===== src/rtl/vbt_pkg.sv =====
package vbt_pkg;

   typedef struct packed {
      logic vbus;   // upper threshold level
      logic sess;   // lower threshold level
   } vbt_lvl_t;

   localparam int LVL_W = $bits(vbt_lvl_t);

   // Hysteresis rule: upper threshold sets, loss of lower threshold clears.
   function automatic logic vbt_next_status(input vbt_lvl_t lvl, input logic cur);
      if (lvl.vbus)
         return 1'b1;
      else if (!lvl.sess)
         return 1'b0;
      else
         return cur;
   endfunction

endpackage


===== src/rtl/vbt_sync.sv =====
module vbt_sync #(
   parameter int WIDTH  = 2,
   parameter int STAGES = 2
) (
   input  logic             clk,
   input  logic             rst_n,
   input  logic [WIDTH-1:0] d_i,
   output logic [WIDTH-1:0] q_o
);

   localparam int LAST = STAGES - 1;

   if (STAGES < 2) begin : g_bad_stages
      $error("vbt_sync: STAGES must be at least 2");
   end
   if (WIDTH < 1) begin : g_bad_width
      $error("vbt_sync: WIDTH must be at least 1");
   end

   logic [WIDTH-1:0] chain [STAGES];

   for (genvar s = 0; s < STAGES; s++) begin : g_stage
      if (s == 0) begin : g_first
         always_ff @(posedge clk or negedge rst_n) begin
            if (!rst_n) chain[s] <= '0;
            else        chain[s] <= d_i;
         end
      end else begin : g_rest
         always_ff @(posedge clk or negedge rst_n) begin
            if (!rst_n) chain[s] <= '0;
            else        chain[s] <= chain[s-1];
         end
      end
   end

   assign q_o = chain[LAST];

endmodule


===== src/rtl/vbt_hyst.sv =====
module vbt_hyst
   import vbt_pkg::*;
(
   input  logic     clk,
   input  logic     rst_n,
   input  vbt_lvl_t lvl_i,
   output logic     status_o,
   output logic     change_o
);

   logic status_q;
   logic status_d;

   always_comb begin
      status_d = vbt_next_status(lvl_i, status_q);
   end

   always_ff @(posedge clk or negedge rst_n) begin
      if (!rst_n) status_q <= 1'b0;
      else        status_q <= status_d;
   end

   assign status_o = status_q;
   assign change_o = status_d ^ status_q;

endmodule


===== src/rtl/vbt_event_flag.sv =====
module vbt_event_flag #(
   parameter bit SET_WINS = 1'b1
) (
   input  logic clk,
   input  logic rst_n,
   input  logic set_i,
   input  logic clr_i,
   output logic flag_o
);

   logic flag_q;
   logic flag_d;

   if (SET_WINS) begin : g_set_priority
      always_comb flag_d = set_i | (flag_q & ~clr_i);
   end else begin : g_clr_priority
      always_comb flag_d = ~clr_i & (set_i | flag_q);
   end

   always_ff @(posedge clk or negedge rst_n) begin
      if (!rst_n) flag_q <= 1'b0;
      else        flag_q <= flag_d;
   end

   assign flag_o = flag_q;

endmodule


===== src/rtl/vbus_level_tracker.sv =====
module vbus_level_tracker
   import vbt_pkg::*;
#(
   parameter int SYNC_STAGES = 2
) (
   input  logic clk,
   input  logic rst_n,
   input  logic sess_vld_i,
   input  logic vbus_vld_i,
   input  logic flag_clr_i,
   input  logic irq_en_i,
   output logic vbus_ok_o,
   output logic chg_flag_o,
   output logic irq_o,
   output logic attach_ok_o
);

   if (SYNC_STAGES < 2) begin : g_chk_sync
      $error("vbus_level_tracker: SYNC_STAGES must be at least 2");
   end

   vbt_lvl_t lvl_raw;
   vbt_lvl_t lvl_sync;
   logic     status;
   logic     status_chg;
   logic     flag;

   assign lvl_raw.vbus = vbus_vld_i;
   assign lvl_raw.sess = sess_vld_i;

   vbt_sync #(
      .WIDTH  (LVL_W),
      .STAGES (SYNC_STAGES)
   ) u_sync (
      .clk   (clk),
      .rst_n (rst_n),
      .d_i   (lvl_raw),
      .q_o   (lvl_sync)
   );

   vbt_hyst u_hyst (
      .clk      (clk),
      .rst_n    (rst_n),
      .lvl_i    (lvl_sync),
      .status_o (status),
      .change_o (status_chg)
   );

   vbt_event_flag #(
      .SET_WINS (1'b1)
   ) u_flag (
      .clk    (clk),
      .rst_n  (rst_n),
      .set_i  (status_chg),
      .clr_i  (flag_clr_i),
      .flag_o (flag)
   );

   assign vbus_ok_o   = status;
   assign chg_flag_o  = flag;
   assign irq_o       = flag & irq_en_i;
   assign attach_ok_o = status;

endmodule


===== config.mk =====
export PLATFORM = sky130hd
export DESIGN_NAME = vbus_level_tracker
export DESIGN_NICKNAME = d
export VERILOG_FILES = /design/src/rtl/vbt_pkg.sv /design/src/rtl/vbt_sync.sv /design/src/rtl/vbt_hyst.sv /design/src/rtl/vbt_event_flag.sv /design/src/rtl/vbus_level_tracker.sv
export SDC_FILE = /design/constraint.sdc
export NUM_CORES = 1
export LEC_CHECK = 0
export BUFFER_PORTS_ARGS = -buffer_cell sky130_fd_sc_hd__buf_2
export CORE_AREA = 2 2 39 41
export DETAILED_ROUTE_END_ITERATION = 10
export DIE_AREA = 0 0 41 43
export PLACE_DENSITY = 0.33
export SLEW_MARGIN = 20
export SYNTH_ARGS = -nofsm -noshare
export SYNTH_HDL_FRONTEND = slang
export SYNTH_SLANG_ARGS = --single-unit

===== constraint.sdc =====
create_clock -name clk -period 1 [get_ports clk]
set_input_delay 0.2 -clock clk [delete_from_list [all_inputs] [get_ports clk]]
set_output_delay 0.2 -clock clk [all_outputs]
set_load 0.02 [all_outputs]

==> qor.yml, run 1 <==
crit_path_end_kind: "primary output"
clk_path_buf_depth: 2
fillers: 154
ys_types: 8
cp_data_required_time_ns: 0.80
fin_crit_sh: 1.077
min_from: "vbus_vld_i"
total_power_mw: 0.5711
fin_util: 0.2333
die_area_um2: 1763
place_ws_ns: 0.1200
cts_sinks: 6
finalHoldViolCount: 0
dp_cells: 37
wire_per_inst_um: 6.814
violations: "setup timing"
grt_pass1_vias: 103
grt.overflow.total: 0
syn_area_per_cell_um2: 15.11
timing.hold.ws_ns: 0.06663
grt_pass1_wl_um: 379
cts_htree_levels: 1
drc_errors: 0
worstReg2RegStart: "u_hyst.status_o"
drt_wl_total_um: 293
status: "finished with violations"
power.leakage_nw: 0.1602
io_buffers: 9
crit_arrival_ns: 0.88
n_antenna_cell: 0
netlist_instances: 13
nets: 35
fmax_mhz: 928.5
ant_nets: 0
die_h_um: 43
slew_violations: 0
pin_count: 10
synth_nets: 19
final_cell_mix: "buf_2 (6), dfrtp_1 (6), clkbuf_4 (3), buf_6 (3), buf_4 (2)"
fp-row-count: 14
rsz0062_at_grt: "yes"
ir_worst_vdd_mv: 0.7137
num_vias: 143
fin_area_um2: 322.8
drive_gt1_frac: 0.5926
fin_worst_skew_ns: 0.001802
ys_seq_elements: 6
dpl_cell_area_um2: 254.0
instances_no_fill: 43
dr.pass1.iters: 2
via_per_inst: 3.326
startpoint_type: "register"
worstPathMaxFanout: 3
crit_start: "u_flag.flag_o"
period_minus_slack_ns: 1.077
initial_core_util: 0.1420
clkLatencyLatePin_ns: 0.24
worst_pin_slew_ns: 0.1378
synth_seq_area_share: 0.7643
grt_max_degree: 7
gp_congestion: 0.5195
yosysWarnings: 0
die_x_um: 41
drt_iter0_markers: 4
drv_cap: 0
powerDensity_nw_per_um2: 1769
netlist_area_um2: 196.4
area_growth_pct: 64.33
setup_total_negative_slack_ns: -0.07703
yosys.area.top_type: "dfrtp_1"
finalSetupViolCount: 1
min-delay-path-class: "input port to register"
synth_top_area_share: 0.7643
grt.total_usage: 0.04158
ys_top_cells_by_area: "dfrtp_1 (76%), a221o_1 (5.1%), a21o_2 (4.5%)"
core_area_um2: 1384
slew_headroom: 0.9081
antenna_found_initial: 0
critPathKind: "register to primary output"
clk_pin_slew_worst_paths_ns: 0.04
cts_made_buffers: 3
cts-root-buf: "clkbuf_4"
layout_setup_ws_ns: -0.07703
tritoncts: "built"
flip-flops by register name (all words and copies together) (netlist names):
signal / flops
u_flag.flag_o: 1
u_hyst.status_o: 1
u_sync.chain: 2
u_sync.q_o: 2
worst paths after layout:
path / to / slack [ns] / depth (start not counted)
max: irq_o / -0.08 / 2
min: u_sync.chain[3] / 0.07 / 1
min in group asynchronous: u_sync.q_o[1] / 0.31 / 2
min reg2reg: u_sync.q_o[0] / 0.34 / 0
max reg2reg: u_flag.flag_o / 0.04 / 2
max in group asynchronous: u_sync.chain[2] / 0.55 / 2
cells by family (layout without fill, tap and decap cells):
family / after synthesis / count (layout) / synth area share
compound gates: 2 / 2 / 0.09555
buf+inv: 2 / 16 / 0.05732
flops: 6 / 6 / 0.7643
simple gates: 3 / 3 / 0.08282
worst max-delay path, cell delays in order, from the launching register on:
cell and delay [ns]:
dfrtp_1 0.38, and2_4 0.14, buf_6 0.12
cell type report:
cell class	instances	area [um2]	share of cell area
Inverter	1	3.754	0.01163
Clock buffer	3	22.52	0.06977
Tap cell	16	20.02	0.06202
Multi-Input combinational cell	5	37.54	0.1163
Sequential cell	6	150.1	0.4651
Timing Repair Buffer	12	88.84	0.2752
Yosys cell counts:
library cell / n
dfrtp_1: 6
and2_1: 1
inv_1: 1
nor2b_1: 1
buf_4: 1
a221o_1: 1
nor2_1: 1
a21o_2: 1
report_power, final:
part	internal, mW	switching (mW)
Combinational	0.0503	0.0372
Sequential	0.260	0.00943
Clock	0.135	0.0791
Total	0.445	0.126
repair_timing:
action	CTS	global route
resized for setup	3	4
buffers inserted	1	1
hold endpoints to repair	6	0
hold buffers	1	0
setup endpoints to repair	3	4
gates cloned	0	0
per-layer routing:
layer,routed length [um],vias up,track usage
li1,-,70,-
met1,123,63,0.02990
met2,118,10,0.04375
met3,51,0,0.06283
met4,0,0,0.04000
met5,0,-,0
(Power assumes the default switching activity.)
==> run 2: changes to the inputs <==
--- a/config.mk
+++ b/config.mk
@@ -9,6 +9,7 @@
 export CORE_AREA = 2 2 39 41
 export DETAILED_ROUTE_END_ITERATION = 10
 export DIE_AREA = 0 0 41 43
+export HOLD_SLACK_MARGIN = 0.15
 export PLACE_DENSITY = 0.33
 export SLEW_MARGIN = 20
 export SYNTH_ARGS = -nofsm -noshare
==> run 2 against run 1 <==
- the run still ends with setup timing left
- combinational power increased by 7.0%
- flip-flop and latch count unchanged
- design area is 6.2% higher
- clock skew about the same
- sequential share of layout area fell by 2.7 points
- clock power about the same
- global-route usage increased by 0.41 points
- non-clock buffer count is 2 higher
- first-iteration DRC count stayed put
- sequential power barely moved
- critical endpoint unchanged
- largest power group unchanged
- highest routed layer unchanged
==> qor.yml, run 2 (same netlist as run 1, synthesis figures left out) <==
fillers: 151
final_cell_mix: "buf_2 (6), dfrtp_1 (6), clkbuf_4 (3), dlygate4sd3_1 (3), buf_6 (3)"
r2r_slack_ns: 0.04
worst_pin_slew_ns: 0.1378
grt.overflow.total: 0
cts_htree_levels: 1
p_sw_frac: 0.2197
pwr-share-comb: 0.162
fin_worst_skew_ns: 0.001788
cts_made_buffers: 3
drv_cap: 0
fp-row-count: 14
num_vias: 151
die_h_um: 43
drive_gt1_frac: 0.5517
powerDensity_nw_per_um2: 1684
slew_headroom: 0.9081
fin_util: 0.2477
pwr-share-clk: 0.371
grt_max_degree: 7
place_ws_ns: 0.1200
hold_path_depth: 3
grt_use_met1: 0.02990
path_cells: "and2_4, buf_6"
core_area_um2: 1384
layout_setup_ws_ns: -0.07703
crit_family: "flip-flops"
min-delay-path-class: "input port to register"
critPathKind: "register to primary output"
period_minus_slack_ns: 1.077
dr.pass1.iters: 2
rsz0062_at_grt: "yes"
grt_pass1_vias: 121
use_met3: 0.06283
cp_data_required_time_ns: 0.80
crit_path_end_kind: "primary output"
grt.total_usage: 0.04564
critPathSlowestCell: "dfrtp_1"
power.switching_mw: 0.1268
violations: "setup timing"
drt_wl_total_um: 316
finalSetupViolCount: 1
pin_count: 10
io_buffers: 9
drc_errors: 0
gp_congestion: 0.5195
worst-r2r-cell-count: 2
startpoint_type: "register"
via_per_inst: 3.356
clkLatencyLatePin_ns: 0.24
die_area_um2: 1763
fin_crit_sh: 1.077
grt_pass1_wl_um: 427
hold_end: "u_flag.flag_o"
initial_core_util: 0.1420
clk_path_buf_depth: 2
tritoncts: "built"
die_x_um: 41
worstReg2RegStart: "u_hyst.status_o"
area_growth_pct: 74.52
power.leakage_nw: 0.1686
drt_iter0_markers: 4
antenna_found_initial: 0
nets: 37
min_from: "flag_clr_i"
timing.rr.end: "u_flag.flag_o"
wire_per_inst_um: 7.022
fmax_mhz: 928.5
ant_nets: 0
n_antenna_cell: 0
slew_violations: 0
power.internal_mw: 0.4504
ir_worst_vdd_mv: 0.7139
timing.hold.ws_ns: 0.2744
critPathBufInv: 1
cts_sinks: 6
status: "finished with violations"
clk_pin_slew_worst_paths_ns: 0.04
crit_arrival_ns: 0.88
finalHoldViolCount: 0
worstPathMaxFanout: 3
max_stage_delay_ns: 0.38
cts-root-buf: "clkbuf_4"
seqPwrFrac: 0.467
met2_usage: 0.05625
grt.busiest_layer: "met3"
## run 2: cell types whose count changed in the layout (fill, tap and decap cells not counted), sizes merged
| cell | before | now |
|---|---|---|
| dlygate4sd3 | 1 | 3 |
## run 2: layout make-up
cell class,instances,area [um2],share of cell area
inverter,1,3.754,0.01095
tap,16,20.02,0.05839
sequential,6,150.1,0.4380
multi-input combinational,5,37.54,0.1095
clock buffer,3,22.52,0.06569
timing repair buffer,14,108.9,0.3175
## run 2: worst max path at each step
stage / start / end / slack (ns) / depth (start not counted)
6_report: u_flag.flag_o / irq_o / -0.08 / 2
5_1_grt: u_flag.flag_o / irq_o / -0.12 / 2
3_3_place_gp: u_sync.q_o[1] / u_flag.flag_o / 0.12 / 2
2_1_floorplan: u_hyst.status_o / u_flag.flag_o / 0.08 / 2
3_5_place_dp: u_sync.q_o[1] / u_flag.flag_o / 0.12 / 2
4_1_cts: u_flag.flag_o / irq_o / -0.09 / 2
## run 2: layer usage
metal  vias to the layer above  part of all wire
met2                        10              0.44
met5                         -                 0
met3                         0              0.15
li1                         74                 -
met4                         0                 0
met1                        67              0.41
## run 2: worst register-to-register path, cell delays in order (launching register included)
cell,delay (ns)
dfrtp_1,0.40
buf_4,0.15
a221o_1,0.28
## run 2: through the flow
| stage | TNS (ns) | total power [mW] | cell area (um2) | cells |
|---|---|---|---|---|
| finish | -0.07703 | 0.5772 | 342.8 | 45 |
| global route | -0.1990 | 0.6186 | 342.8 | 45 |
| CTS | -0.09495 | 0.5801 | 322.8 | 44 |
| detailed placement | 0 | 0.3322 | 254.0 | 37 |
| global placement | 0 | 0.3322 | 254.0 | 37 |
| floorplan | 0 | 0.3066 | 196.4 | 13 |
## run 2: power by group through the flow
stage	Combinational (mW)	Clock (mW)	Sequential, mW
2_1_floorplan	0.0250	0	0.282
3_3_place_gp	0.0600	0	0.272
3_5_place_dp	0.0597	0	0.273
4_1_cts	0.0815	0.231	0.268
5_1_grt	0.103	0.245	0.271
6_report	0.0936	0.214	0.269
## run 2: what timing repair did
item                       CTS  global route
buffers inserted             1             1
hold buffers                 3             0
resized for setup            3             4
setup endpoints to repair    3             4
gates cloned                 0             0
hold endpoints to repair     8             0
